### src/rtl/intseq_pkg.sv
package intseq_pkg;

    localparam int VEC_W     = 8;
    localparam int LVL_W     = 3;
    localparam int NUM_KINDS = 9;
    localparam int NUM_SEGS  = 13;
    localparam int SEG_W     = $clog2(NUM_SEGS);

    typedef logic [SEG_W-1:0] seg_t;
    typedef logic [VEC_W-1:0] vec_t;
    typedef logic [LVL_W-1:0] lvl_t;

    // Strobe bit position equals the enum value.
    typedef enum logic [3:0] {
        PK_IDLE        = 4'd0,
        PK_PENALTY     = 4'd1,
        PK_PC_LO_WR    = 4'd2,
        PK_VEC_ACK     = 4'd3,
        PK_SR_WR       = 4'd4,
        PK_PC_HI_WR    = 4'd5,
        PK_HADDR_HI_RD = 4'd6,
        PK_HADDR_LO_RD = 4'd7,
        PK_FETCH       = 4'd8
    } phase_kind_e;

    typedef struct packed {
        lvl_t level;
        vec_t num;
    } vec_rec_t;

    function automatic int seg_len_i(seg_t idx);
        case (idx)
            4'd0:    return 6;
            4'd1:    return 2;
            4'd2:    return 4;
            4'd3:    return 12;
            4'd4:    return 4;
            4'd5:    return 4;
            4'd6:    return 4;
            4'd7:    return 4;
            4'd8:    return 4;
            4'd9:    return 4;
            4'd10:   return 2;
            4'd11:   return 2;
            4'd12:   return 4;
            default: return 1;
        endcase
    endfunction

    function automatic phase_kind_e seg_kind(seg_t idx);
        case (idx)
            4'd0:    return PK_IDLE;
            4'd1:    return PK_PENALTY;
            4'd2:    return PK_PC_LO_WR;
            4'd3:    return PK_VEC_ACK;
            4'd4:    return PK_IDLE;
            4'd5:    return PK_SR_WR;
            4'd6:    return PK_PC_HI_WR;
            4'd7:    return PK_HADDR_HI_RD;
            4'd8:    return PK_HADDR_LO_RD;
            4'd9:    return PK_FETCH;
            4'd10:   return PK_IDLE;
            4'd11:   return PK_PENALTY;
            4'd12:   return PK_FETCH;
            default: return PK_IDLE;
        endcase
    endfunction

    function automatic int seq_total();
        int s;
        s = 0;
        for (int i = 0; i < NUM_SEGS; i++) s += seg_len_i(seg_t'(i));
        return s;
    endfunction

    // Cycles up to and including the end of the vector fetch segment.
    function automatic int ack_end();
        int s;
        bit hit;
        s = 0;
        hit = 1'b0;
        for (int i = 0; i < NUM_SEGS; i++) begin
            if (!hit) s += seg_len_i(seg_t'(i));
            if (seg_kind(seg_t'(i)) == PK_VEC_ACK) hit = 1'b1;
        end
        return s;
    endfunction

    localparam int SEQ_LEN = seq_total();
    localparam int WIN_LEN = ack_end();
    localparam int CNT_W   = $clog2(SEQ_LEN);

    typedef logic [CNT_W-1:0] cyc_t;

    function automatic vec_t pick_vector(logic periph, vec_t pvec, lvl_t lvl,
                                         int base);
        return periph ? pvec : vec_t'(base) + vec_t'(lvl);
    endfunction

endpackage

### src/rtl/intseq_timer.sv
module intseq_timer
    import intseq_pkg::*;
(
    input  logic clk,
    input  logic rst,
    input  logic start_i,
    output logic busy_o,
    output cyc_t cyc_o,
    output seg_t seg_o,
    output logic last_o
);

    logic busy_q;
    cyc_t cyc_q;
    cyc_t sub_q;
    seg_t seg_q;
    cyc_t sub_end;

    always_comb begin
        sub_end = cyc_t'(seg_len_i(seg_q) - 1);
        last_o  = busy_q && (cyc_q == cyc_t'(SEQ_LEN - 1));
    end

    always_ff @(posedge clk) begin
        if (rst) begin
            busy_q <= 1'b0;
            cyc_q  <= '0;
            sub_q  <= '0;
            seg_q  <= '0;
        end else if (!busy_q) begin
            if (start_i) begin
                busy_q <= 1'b1;
                cyc_q  <= '0;
                sub_q  <= '0;
                seg_q  <= '0;
            end
        end else if (last_o) begin
            busy_q <= 1'b0;
            cyc_q  <= '0;
            sub_q  <= '0;
            seg_q  <= '0;
        end else begin
            cyc_q <= cyc_q + cyc_t'(1);
            if (sub_q == sub_end) begin
                sub_q <= '0;
                seg_q <= seg_q + seg_t'(1);
            end else begin
                sub_q <= sub_q + cyc_t'(1);
            end
        end
    end

    assign busy_o = busy_q;
    assign cyc_o  = cyc_q;
    assign seg_o  = seg_q;

endmodule

### src/rtl/intseq_decode.sv
module intseq_decode
    import intseq_pkg::*;
(
    input  logic                 busy_i,
    input  seg_t                 seg_i,
    output logic [NUM_KINDS-1:0] stb_o
);

    phase_kind_e kind;

    always_comb kind = seg_kind(seg_i);

    for (genvar k = 0; k < NUM_KINDS; k++) begin : g_stb
        assign stb_o[k] = busy_i && (kind == phase_kind_e'(k));
    end

endmodule

### src/rtl/intseq_vector.sv
module intseq_vector
    import intseq_pkg::*;
#(
    parameter int AUTO_BASE = 24
) (
    input  logic clk,
    input  logic rst,
    input  logic busy_i,
    input  logic win_i,
    input  logic req_i,
    input  lvl_t level_i,
    input  logic periph_i,
    input  vec_t pvec_i,
    output vec_t vec_o
);

    vec_rec_t cur_q;
    logic     take_new;
    logic     take_repl;

    always_comb begin
        take_new  = !busy_i && req_i;
        take_repl = busy_i && win_i && req_i && (level_i == cur_q.level);
    end

    always_ff @(posedge clk) begin
        if (rst) begin
            cur_q <= '0;
        end else if (take_new || take_repl) begin
            cur_q.level <= level_i;
            cur_q.num   <= pick_vector(periph_i, pvec_i, level_i, AUTO_BASE);
        end
    end

    assign vec_o = cur_q.num;

endmodule

### src/rtl/intseq_top.sv
module intseq_top
    import intseq_pkg::*;
#(
    parameter int AUTO_BASE = 24
) (
    input  logic                 clk,
    input  logic                 rst,
    input  logic                 irq_req_i,
    input  logic [LVL_W-1:0]     irq_level_i,
    input  logic                 vec_src_i,
    input  logic [VEC_W-1:0]     periph_vec_i,
    output logic [NUM_KINDS-1:0] phase_stb_o,
    output logic                 ack_win_o,
    output logic                 busy_o,
    output logic [VEC_W-1:0]     vec_num_o,
    output logic                 done_o
);

    logic busy;
    cyc_t cyc;
    seg_t seg;
    logic last;
    logic win;

    intseq_timer u_timer (
        .clk     (clk),
        .rst     (rst),
        .start_i (irq_req_i),
        .busy_o  (busy),
        .cyc_o   (cyc),
        .seg_o   (seg),
        .last_o  (last)
    );

    always_comb win = busy && (cyc < cyc_t'(WIN_LEN));

    intseq_decode u_decode (
        .busy_i (busy),
        .seg_i  (seg),
        .stb_o  (phase_stb_o)
    );

    intseq_vector #(.AUTO_BASE(AUTO_BASE)) u_vector (
        .clk      (clk),
        .rst      (rst),
        .busy_i   (busy),
        .win_i    (win),
        .req_i    (irq_req_i),
        .level_i  (irq_level_i),
        .periph_i (vec_src_i),
        .pvec_i   (periph_vec_i),
        .vec_o    (vec_num_o)
    );

    assign ack_win_o = win;
    assign busy_o    = busy;
    assign done_o    = last;

endmodule

### config.mk
export PLATFORM = sky130hd
export DESIGN_NAME = intseq_top
export DESIGN_NICKNAME = d
export VERILOG_FILES = /design/src/rtl/intseq_pkg.sv /design/src/rtl/intseq_timer.sv /design/src/rtl/intseq_decode.sv /design/src/rtl/intseq_vector.sv /design/src/rtl/intseq_top.sv
export SDC_FILE = /design/constraint.sdc
export NUM_CORES = 1
export LEC_CHECK = 0
export BUFFER_PORTS_ARGS = -buffer_cell sky130_fd_sc_hd__clkbuf_2
export CAP_MARGIN = 0
export CORE_ASPECT_RATIO = 0.8
export CORE_MARGIN = 3
export CORE_UTILIZATION = 56
export CTS_BUF_LIST = sky130_fd_sc_hd__clkbuf_16
export CTS_CLUSTER_DIAMETER = 30
export DETAILED_ROUTE_END_ITERATION = 8
export GPL_TIMING_DRIVEN = 0
export PLACE_DENSITY = 0.85
export SETUP_SLACK_MARGIN = 0.05
export SLEW_MARGIN = 40
export SYNTH_ARGS = -nofsm -noshare
export SYNTH_HDL_FRONTEND = slang
export SYNTH_HIERARCHICAL = 1
export SYNTH_SLANG_ARGS = --single-unit
### constraint.sdc
create_clock -name clk -period 3.4 [get_ports clk]
set_input_delay 0.68 -clock clk [delete_from_list [all_inputs] [get_ports clk]]
set_output_delay 0.68 -clock clk [all_outputs]
set_load 0.01 [all_outputs]
# Word-level counts from Yosys, hierarchy flattened

Memory sizes are Yosys's and may differ from the RTL's. A register that Yosys moved wholly into a read port is not among the register bits.
Index checks and enable logic that the tools add are counted.

Register bits after elaboration: 28
Memory bits (read-only): 128
Input port bits: 15
Output and inout port bits: 20
Logic and storage cells: 64
Memories kept: 2

Add/subtract/negate cells: 5
$lt $le $gt $ge: 1
Equality and inequality tests: 12
Mux-type cells: 18
Reductions and logical operators: 20

Memories:

| name            | words | bits a word | read ports | clocked after memory_dff | write ports | line             | text |
|---|---|---|---|---|---|---|---|
| (no name shown) | 16    | 4           | 1          | 1                        | 0           | intseq_pkg.sv:51 | `case (idx)` |
| (no name shown) | 16    | 4           | 1          | 1                        | 0           | intseq_pkg.sv:32 | `case (idx)` |

Operators with widths:

| cell                                                       | count |
|---|---|
| two-way mux 6 bit                                          | 6 |
| two-way mux 4 bit                                          | 8 |
| equality test 4 x 3 -> 1 bit, second input constant        | 4 |
| logical AND 1 bit                                          | 15 |
| adder 6 x 1 -> 6 bit, second input constant                | 2 |
| equality test 4 x 2 -> 1 bit, second input constant        | 2 |
| two-way mux 8 bit                                          | 1 |
| adder 5 x 3 -> 6 bit, first input constant                 | 1 |
| equality test 6 bit                                        | 1 |
| equality test 6 bit, second input constant                 | 1 |
| less-than comparator 6 x 5 -> 1 bit, second input constant | 1 |
| subtractor 6 x 2 -> 6 bit, second input constant           | 1 |
| adder 4 x 1 -> 4 bit, second input constant                | 1 |
| equality test 4 x 1 -> 1 bit, second input constant        | 1 |
| equality test 4 bit, second input constant                 | 1 |
| zero test 4 bit                                            | 1 |
| equality test 3 bit                                        | 1 |
| two-way mux 1 bit                                          | 3 |
| inequality test 3 bit, second input constant               | 1 |
| AND reduction 2 bit                                        | 1 |
| nonzero test 2 bit                                         | 1 |
| zero test 1 bit                                            | 1 |
| logical OR 1 bit                                           | 1 |

# Longest topological paths before layout

Word-level depth: 7
Depth in mapped cells: 9
Gate-level depth less buffers: 9

# Hierarchy

Netlist, hierarchy kept.

By module, submodules not included:

| module        | times used | cells an instance | area each (µm²) | sequential area each (µm²) |
|---|---|---|---|---|
| intseq_timer  | 1          | 136               | 1171.1          | 420.4 |
| intseq_vector | 1          | 65                | 648.1           | 220.2 |
| intseq_decode | 1          | 36                | 289.0           | 0.0 |
| intseq_top    | 1          | 2                 | 16.3            | 0.0 |

# Worst setup path after synthesis

Ideal clock, no wire load.

Kind: register to register
From: register with a tool-made name
To: register with a tool-made name
Library setup time: 67 ps
Arrival time: 2383 ps
Data required time: 3333 ps
Setup slack: 950 ps
Stages on the path, launching flop included: 10
Buffers on the path: 0
Period minus slack after synthesis: 2450 ps
Cell sequence: dfxtp_1 -> inv_1 -> ha_1 -> or2b_2 -> o211ai_1 -> o2111ai_2 -> or4_1 -> a31o_1 -> or2_1 -> a21oi_2

==> results_dict.tcl <==
set metrics [dict create \
    outcome "finished, final reports clean" \
    synth_top_area_share_pct 30.2 \
    ios 35 \
    yosys.area.top_type "dfxtp_1" \
    placement.io_buffers 33 \
    p_leak_uw 0.00111 \
    grt_use_total_pct 23.1 \
    viasPerCell 5.82 \
    root_buffer "clkbuf_16" \
    min-delay-start "u_vector/vec_o[6]$_SDFFE_PP0P_" \
    syn-mean-instance-area_um2 8.89 \
    grt_pass1_wl_um 7970 \
    antenna_found_initial 0 \
    first_iter_violations 134 \
    synth-async-reset-ratio_pct 0 \
    finalCritPeriodShare_pct 82.1 \
    cts_buffer_depth 2 \
    core_um2 3540 \
    cts.clk_slew.worst_paths_ps 50 \
    synth-edff-count 0 \
    crit_chain "inv_1 -> ha_1 -> mux2i_1 -> o2bb2ai_1 -> nor4_2 -> clkbuf_2" \
    reg2regPathDepth 9 \
    ys.flop_type "dfxtp_1" \
    drcViolationCount 0 \
    cts_sinks 32 \
    ys_seq_elements 32 \
    layout_setup_ws_ps 607 \
    clock_latency_ps 280 \
    start_util_pct 60.0 \
    rsz0062_at_grt "no" \
    finalClockSkew_ps 4.66 \
    worstMarginPinSlew_ps 664 \
    hold_viol 0 \
    rows 19 \
    hold_depth 2 \
    slowest_delay_ps 520 \
    synthCells 239 \
    netlist_area_um2 2120 \
    synth_most_common_cell "dfxtp_1" \
    endpoint_kind "primary output" \
    period_minus_slack_ps 2790 \
    vdd_drop_max_mv 0.363 \
    r2r_slack_ps 660 \
    ant_nets 0 \
    setup_violations 0 \
    grt_pass1_vias 1670 \
    place_ws_ps 710 \
    min_to "u_vector/vec_o[6]$_SDFFE_PP0P_" \
    synth_area_leaders "dfxtp_1 30%, ha_1 6.5%, mux2i_1 5.7%, nor2_1 3.7%, nand2_1 3.2%" \
    fmax_mhz 358 \
    critPathSlowestCell "dfxtp_1" \
    maxSlewViolCount 0 \
    cts_htree_levels 2 \
    path_max_fanout 10 \
    fin_setup_tns_ps 0 \
    cts-hold-fix-buffers 0 \
    die_x_um 74.9 \
    dp_hpwl_um 3370 \
    critPathLaunchType "flip-flop" \
    slew_headroom_pct 55.3 \
    drv_cap 0 \
    post-cts-setup-buffer-count 0 \
    drive_above_1_share_pct 25.0 \
    areaGrowthSynthToFinish_pct 18.0 \
    ys_warn_count 6 \
    p_per_area_nw_per_um2 404 \
    ctsResizeCount 0 \
    gp_congestion 0.815 \
    hold_class "flip-flop to flip-flop" \
    vias 1874 \
    cts_tree "yes" \
    die-height_um 61.1 \
    drt_first_pass_iters 4 \
    cts_buffers 5 \
    ys_top_cells_by_count "32 x dfxtp_1, 21 x nor2_1, 18 x nand2_1" \
    ys_seq_area_share_pct 30.2 \
    nets 305 \
    die-area_um2 4570 \
    wire_per_inst_um 15.0 \
    crit_arrival_ps 2110 \
    drt-total-wl_um 4840 \
    critical_path_class "flip-flop to primary output" \
    grt_max_degree 15 \
    synth_cell_types 58 \
    synth_fp_nets 265 \
    grt_overflow 0 \
    diodes 0 \
    crit_required_ps 2720 \
]
==> metrics by stage <==
stage / power (µW) / hold slack (ps) / utilization [%] / area, µm² / cells
finish: 1010 / 477 / 70.8 / 2510 / 322
global route: 1050 / 501 / 70.8 / 2510 / 322
CTS: 1020 / 482 / 70.8 / 2510 / 322
detailed placement: 518 / 474 / 66.1 / 2340 / 314
global placement: 514 / 463 / 66.1 / 2340 / 314
floorplan: 484 / 448 / - / 2120 / 239
==> layer usage <==
metal  vias to the layer above  global-route usage [%]  share of wire (%)
met3                        11                    6.36                5.8
met1                       872                    32.4                 47
met4                         0                    9.90                1.4
met5                         -                       0                  0
li1                        937                       -                  -
met2                        54                    33.4                 46
==> where the power goes <==
| part | leakage [µW] | total (µW) | switching, µW | internal [µW] |
|---|---|---|---|---|
| clock | 0.0000850 | 498 | 157 | 341 |
| sequential | 0.000260 | 397 | 9.40 | 388 |
| combinational | 0.000765 | 117 | 62.2 | 54.7 |
| total | 0.00111 | 1010 | 229 | 783 |
==> cell type report <==
cell class / instances / area (µm²)
Timing Repair Buffer: 33 / 165
Sequential cell: 32 / 641
Multi-Input combinational cell: 180 / 1320
Tap cell: 42 / 52.6
Clock buffer: 5 / 125
Clock inverter: 3 / 38.8
Inverter: 11 / 41.3
Buffer: 16 / 120
Fill cell: 261 / 1040
==> placed cells by master (no fill, tap or decap), drive strengths merged, types with 3 or more instances in the layout <==
cell type	count
o211ai	3
nor4	8
or2b	3
buf	11
clkbuf	42
o21ai	6
mux2	6
or2	3
inv	12
nor3	8
nand3b	3
nand3	8
nor2	21
nand2	18
dfxtp	32
ha	11
xor2	7
a21oi	8
nand2b	6
nor2b	10
xnor2	3
mux2i	12
==> worst max-delay path by stage <==
stage / from / end
5_1_grt: u_timer/seg_o[0]$_SDFFE_PP0N_ / phase_stb_o[0]
6_report: u_timer/seg_o[0]$_SDFFE_PP0N_ / phase_stb_o[8]
3_5_place_dp: flip-flop / flip-flop
3_3_place_gp: flip-flop / flip-flop
2_1_floorplan: flip-flop / flip-flop
4_1_cts: u_timer/seg_o[0]$_SDFFE_PP0N_ / phase_stb_o[8]
==> kinds of logic (layout without fill, tap and decap cells) <==
logic type	after synthesis	count (layout)	synth area share, %
compound gates	42	42	16.7
simple gates	99	99	25.4
xor+xnor	10	10	4.12
mux	18	18	9.54
flops	32	32	30.2
fa+ha+maj	11	11	6.48
buf+inv	27	68	7.60
==> critical path, delay by kind of cell (launching register included) <==
kind                     cells  cell delay (ps)
AO/OA/AOI/OAI                1              200
adder cells (fa/ha/maj)      1              280
buffers and inverters        2              330
flip-flops                   1              520
multiplexers                 1              190
AND/OR/NAND/NOR              1              300
Note: power is estimated with default switching activity, not from simulation.
